## config.mk

```make
export PLATFORM = sky130hd
export DESIGN_NAME = isa_decode_npc
export DESIGN_NICKNAME = d
export VERILOG_FILES = /design/src/rtl/isa_decode_pkg.sv /design/src/rtl/insn_field_decode.sv /design/src/rtl/branch_cond_eval.sv /design/src/rtl/next_pc_select.sv /design/src/rtl/isa_decode_npc.sv
export SDC_FILE = /design/constraint.sdc
export NUM_CORES = 1
export LEC_CHECK = 0
export ABC_AREA = 1
export BUFFER_PORTS_ARGS = -buffer_cell sky130_fd_sc_hd__buf_2
export CAP_MARGIN = 10
export CORE_AREA = 5 5 116 118
export DETAILED_ROUTE_END_ITERATION = 6
export DIE_AREA = 0 0 121 123
export GPL_ROUTABILITY_DRIVEN = 1
export GPL_TIMING_DRIVEN = 0
export PLACE_DENSITY = 0.95
export SLEW_MARGIN = 20
export SYNTH_ARGS = -nofsm -noshare
export SYNTH_HDL_FRONTEND = slang
export SYNTH_HIERARCHICAL = 1
export SYNTH_SLANG_ARGS = --single-unit
```

## constraint.sdc

```tcl
create_clock -name vclk -period 3
set_clock_uncertainty 0.05 [all_clocks]
set_input_delay 0.3 -clock vclk [all_inputs]
set_output_delay 0.3 -clock vclk [all_outputs]
set_load 0.005 [all_outputs]
```

## src/rtl/isa_decode_pkg.sv

```systemverilog
package isa_decode_pkg;

    localparam int XLEN      = 32;
    localparam int REG_W     = 5;
    localparam int LINK_REG  = 15;
    localparam int SIMM_W    = 13;
    localparam int BDISP_W   = 22;
    localparam int CDISP_W   = 30;
    localparam logic [XLEN-1:0] STEP = XLEN'(4);

    localparam logic [2:0] SUB_BRANCH = 3'b010;
    localparam logic [2:0] SUB_SETHI  = 3'b100;

    localparam logic [5:0] OPC_ADD  = 6'b010000;
    localparam logic [5:0] OPC_AND  = 6'b010001;
    localparam logic [5:0] OPC_OR   = 6'b010010;
    localparam logic [5:0] OPC_NOR  = 6'b010110;
    localparam logic [5:0] OPC_SHR  = 6'b100110;
    localparam logic [5:0] OPC_JAL  = 6'b111000;
    localparam logic [5:0] OPC_LOAD = 6'b000000;
    localparam logic [5:0] OPC_STOR = 6'b000100;

    localparam logic [3:0] CND_EQ  = 4'b0001;
    localparam logic [3:0] CND_CS  = 4'b0101;
    localparam logic [3:0] CND_NEG = 4'b0110;
    localparam logic [3:0] CND_VS  = 4'b0111;
    localparam logic [3:0] CND_AL  = 4'b1000;

    typedef enum logic [1:0] {
        FMT_SB   = 2'b00,
        FMT_CALL = 2'b01,
        FMT_ALU  = 2'b10,
        FMT_MEM  = 2'b11
    } fmt_e;

    typedef enum logic [2:0] {
        K_NONE, K_BRANCH, K_SETHI, K_CALL, K_ALU, K_JAL, K_LOAD, K_STORE
    } kind_e;

    typedef struct packed {
        logic n;
        logic z;
        logic v;
        logic c;
    } flags_t;

    typedef struct packed {
        fmt_e               fmt;
        logic [REG_W-1:0]   rd;
        logic [REG_W-1:0]   rs1;
        logic [REG_W-1:0]   rs2;
        logic               imm_sel;
        logic [XLEN-1:0]    simm;
        logic [3:0]         cond;
        logic [BDISP_W-1:0] bdisp;
        logic [CDISP_W-1:0] cdisp;
    } fields_t;

    function automatic logic cond_known(input logic [3:0] cnd);
        return (cnd == CND_EQ) || (cnd == CND_CS) || (cnd == CND_NEG) ||
               (cnd == CND_VS) || (cnd == CND_AL);
    endfunction

    function automatic logic [XLEN-1:0] branch_offset(input logic [BDISP_W-1:0] d);
        return {{(XLEN-BDISP_W-2){d[BDISP_W-1]}}, d, 2'b00};
    endfunction

    function automatic logic [XLEN-1:0] call_offset(input logic [CDISP_W-1:0] d);
        return {d, 2'b00};
    endfunction

endpackage

```

## src/rtl/insn_field_decode.sv

```systemverilog
module insn_field_decode
    import isa_decode_pkg::*;
(
    input  logic [XLEN-1:0] insn,
    output fields_t         fields,
    output kind_e           kind,
    output logic            illegal
);
    logic [2:0] sub_op;
    logic [5:0] opc;

    assign sub_op = insn[24:22];
    assign opc    = insn[24:19];

    always_comb begin
        fields.fmt     = fmt_e'(insn[31:30]);
        fields.rd      = insn[29:25];
        fields.rs1     = insn[18:14];
        fields.rs2     = insn[4:0];
        fields.imm_sel = insn[13];
        fields.simm    = {{(XLEN-SIMM_W){insn[SIMM_W-1]}}, insn[SIMM_W-1:0]};
        fields.cond    = insn[28:25];
        fields.bdisp   = insn[BDISP_W-1:0];
        fields.cdisp   = insn[CDISP_W-1:0];
    end

    always_comb begin
        kind    = K_NONE;
        illegal = 1'b0;
        unique case (fields.fmt)
            FMT_SB: begin
                if (sub_op == SUB_SETHI)
                    kind = K_SETHI;
                else if (sub_op == SUB_BRANCH && !insn[29] && cond_known(insn[28:25]))
                    kind = K_BRANCH;
                else
                    illegal = 1'b1;
            end
            FMT_CALL: kind = K_CALL;
            FMT_ALU: begin
                if (opc == OPC_JAL)
                    kind = K_JAL;
                else if (opc == OPC_ADD || opc == OPC_AND || opc == OPC_OR ||
                         opc == OPC_NOR || opc == OPC_SHR)
                    kind = K_ALU;
                else
                    illegal = 1'b1;
            end
            FMT_MEM: begin
                if (opc == OPC_LOAD)
                    kind = K_LOAD;
                else if (opc == OPC_STOR)
                    kind = K_STORE;
                else
                    illegal = 1'b1;
            end
            default: illegal = 1'b1;
        endcase
    end
endmodule

```

## src/rtl/branch_cond_eval.sv

```systemverilog
module branch_cond_eval
    import isa_decode_pkg::*;
(
    input  logic [3:0] cond,
    input  flags_t     flags,
    output logic       taken
);
    always_comb begin
        unique case (cond)
            CND_EQ:  taken = flags.z;
            CND_CS:  taken = flags.c;
            CND_NEG: taken = flags.n;
            CND_VS:  taken = flags.v;
            CND_AL:  taken = 1'b1;
            default: taken = 1'b0;
        endcase
    end
endmodule

```

## src/rtl/next_pc_select.sv

```systemverilog
module next_pc_select
    import isa_decode_pkg::*;
(
    input  kind_e              kind,
    input  logic               illegal,
    input  logic               taken,
    input  logic [XLEN-1:0]    pc,
    input  logic [XLEN-1:0]    jmp_target,
    input  logic [REG_W-1:0]   rd,
    input  logic [BDISP_W-1:0] bdisp,
    input  logic [CDISP_W-1:0] cdisp,
    output logic [XLEN-1:0]    next_pc,
    output logic               link_we,
    output logic [REG_W-1:0]   link_idx
);
    logic [XLEN-1:0] seq_pc;
    assign seq_pc = pc + STEP;

    always_comb begin
        next_pc  = seq_pc;
        link_we  = 1'b0;
        link_idx = '0;
        unique case (kind)
            K_BRANCH: next_pc = taken ? pc + branch_offset(bdisp) : seq_pc;
            K_CALL: begin
                next_pc  = pc + call_offset(cdisp);
                link_we  = 1'b1;
                link_idx = REG_W'(LINK_REG);
            end
            K_JAL: begin
                next_pc  = jmp_target;
                link_idx = rd;
                link_we  = (rd != '0);
            end
            default: next_pc = seq_pc;
        endcase
    end

    // Checks relating decoder, condition and selection outputs
    always_comb begin
        p_zero_reg_write_r6: assert (!link_we || link_idx != '0);
        p_illegal_quiet_r8: assert (!illegal || (!link_we && next_pc == pc + STEP));
        p_untaken_seq_r4: assert (!(kind == K_BRANCH && !taken) || next_pc == pc + STEP);
        p_plain_seq_r7: assert (!(kind == K_SETHI || kind == K_ALU || kind == K_LOAD ||
                                  kind == K_STORE) || (next_pc == pc + STEP && !link_we));
    end
endmodule

```

## src/rtl/isa_decode_npc.sv

```systemverilog
module isa_decode_npc
    import isa_decode_pkg::*;
(
    input  logic [31:0] insn,
    input  logic [31:0] pc,
    input  logic [3:0]  flags_nzvc,
    input  logic [31:0] jmp_target,
    output logic [1:0]  fmt,
    output logic [4:0]  rd,
    output logic [4:0]  rs1,
    output logic [4:0]  rs2,
    output logic        imm_sel,
    output logic [31:0] simm,
    output logic [31:0] next_pc,
    output logic        link_we,
    output logic [4:0]  link_idx,
    output logic        illegal
);
    fields_t f;
    kind_e   kind;
    logic    taken;

    insn_field_decode u_dec (
        .insn    (insn),
        .fields  (f),
        .kind    (kind),
        .illegal (illegal)
    );

    branch_cond_eval u_cond (
        .cond  (f.cond),
        .flags (flags_t'(flags_nzvc)),
        .taken (taken)
    );

    next_pc_select u_npc (
        .kind       (kind),
        .illegal    (illegal),
        .taken      (taken),
        .pc         (pc),
        .jmp_target (jmp_target),
        .rd         (f.rd),
        .bdisp      (f.bdisp),
        .cdisp      (f.cdisp),
        .next_pc    (next_pc),
        .link_we    (link_we),
        .link_idx   (link_idx)
    );

    assign fmt     = f.fmt;
    assign rd      = f.rd;
    assign rs1     = f.rs1;
    assign rs2     = f.rs2;
    assign imm_sel = f.imm_sel;
    assign simm    = f.simm;

    always_comb begin
        p_call_link_r5: assert (!(fmt == 2'b01) || (link_we && link_idx == 5'd15));
        p_fmt_field_r1: assert (fmt == insn[31:30]);
    end
endmodule

```

==> impl_metrics.ini <==
[status]
outcome = completed

[detailed_routing]
drtPass1Iterations = 7
via_per_inst = 5.476
final_antenna_net_count = 0
drc = 0
via_count = 9879
routed_wirelength_mm = 28.21
avgRoutedWirePerCell_microns = 15.64
drtIter0Drc = 1060

[global_route]
grt_max_degree = 23
antenna_found_initial = 0
grtUsageTotal = 0.3639
grt_pass1_wl_mm = 43.53
grt_pass1_vias = 8810
met1_usage = 0.4691
grt-ovfl-total = 0
use_met2 = 0.6207
busiest_layer = met2
gr-usage-met3 = 0.04941

[cells_and_area]
seq_cell_count = 0
drive_above_1_share = 0.1961
n_antenna_cell = 0
area_delta_synth_final_pct = 15.45
seqCellArea_sq_um = 0
final_nets = 1795
clkbuf_count = 0
finalInstanceArea_sq_um = 8339

[timing]
tightestPinTransition_ns = 0.7099
timing.final.crit_share = 0.9801
fmax_mhz = 340.1
finalSetupViolCount = 0
setup_ws_ns = 0.05980
rsz0062_at_grt = no
slew_headroom = 0.5267
period_needed_ns = 2.940
hold_viol = 0
maxSlewViolCount = 0

[critical_path]
cpPeakStageDelay_ns = 0.47
endpoint_kind = output pin
cp-start-kind = input pin
cp.required_ns = 2.65
path_class = in -> out
crit_chain = buf_2, ha_1, fa_1, nand3_1, nand3_1, nand3_1, nand3b_1, o21ai_0, o2111ai_1, buf_2
cp_slowest_cell = fa_1
arrival_ns = 2.59
path_max_fanout = 7
crit_top_cell = nand3_1

[floorplan]
core_region_area_sq_um = 12360
fp.dieW_microns = 121
io_pins = 189
die-area_sq_um = 14880
dieHeight_microns = 123
num_rows = 41
initial_core_util = 0.5843

[place]
place_congestion = 1.075
hpwl_mm = 24.15
preCtsSetupSlack_ns = -0.05793
port_buffers = 170
place_area_sq_um = 8289

[synth]
synth_top_cell_area_share = 0.2869
yosysSeqAreaShare = 0
syn_nets = 1622
syn_avg_cell_area_sq_um = 4.944
synthDistinctLibCells = 40
yosys-top-cells-count = nand2_1, inv_1, nor2_1
postSynthCellCount = 1461
synth.area.top_cells = nand2_1, inv_1, buf_4
ys_warn_count = 6
synth_top_cell_by_area = nand2_1
syn_area_sq_um = 7223
yosysMostFrequentCell = nand2_1

[power_and_ir_drop]
leakage_uw = 0.005110
ir_worst_vdd_v = 0.00008798
power.density_nw_per_um2 = 166.5

[run]
drv_cap = 0

[worst_hold_path]
hp-class = in -> out
[critical path: cells and delay by family]
kind	cells	cell delay, ns
buf+inv	2	0.33
fa+ha+maj	2	0.72
compound gates	2	0.57
simple gates	4	0.67
[metrics by stage]
stage | std cells | total power [uW] | util | hold slack, ns | TNS [ns]
6_report | 1804 | 1388 | 0.6745 | 0.7166 | 0
5_1_grt | 1804 | 1533 | 0.6745 | 0.7245 | 0
4_1_cts | 1803 | 1341 | 0.6717 | 0.7181 | 0
3_5_place_dp | 1803 | 1332 | 0.6705 | 0.7181 | -0.1538
3_3_place_gp | 1803 | 1308 | 0.6705 | 0.7185 | -0.1084
2_1_floorplan | 1461 | 903.0 | - | 0.6308 | 0
[layout make-up]
class,count,area [sq um]
tap,172,215.2
buffer,118,855.8
multi-input combinational,1111,5539
timing repair buffer,171,858.3
inverter,232,870.8
fill,1273,4024
[cells in the final DEF, fill, tap and decap left out, types with 6 or more instances in the layout]
cell / n
o2111ai_1: 10
xor2_1: 16
nand3_1: 131
buf_2: 171
ha_1: 59
inv_1: 227
a21boi_0: 6
nand3b_1: 14
nand2_1: 551
nor3_1: 15
nand4_1: 13
nor2_1: 138
o21bai_1: 11
a21oi_1: 63
buf_4: 108
o21ai_0: 24
[cells by family (layout without fill, tap and decap cells)]
group | after synthesis | count (layout) | synth area share
simple gates | 900 | 900 | 0.5243
fa+ha+maj | 61 | 61 | 0.1077
xor+xnor | 18 | 18 | 0.02183
buf+inv | 350 | 521 | 0.2382
compound gates | 132 | 132 | 0.1079
[report_power, final]
part	internal, uW	total, uW	switching, uW
registers	0	0	0
logic	530	1390	858
clock network	0	0	0
total	530	1390	858
[routing by layer]
layer  up-vias  routed length, microns
li1       4849                       -
met1      4350                   10690
met2       595                   12950
met3        85                    3384
met4         0                    1187
met5         -                       0
[worst paths after layout]
path,cells after the start,startpoint,to
min,2,insn[7],simm[7]
max,10,pc[2],next_pc[14]
[timing repair]
action,4_1_cts,5_1_grt
gates resized for setup,3,16
setup buffers,0,1
hold buffers,0,0
pin swaps,0,1
endpoints found under the setup margin,6,24
endpoints found under the hold margin,0,0
No activity file was read; power rests on OpenSTA's default activity.
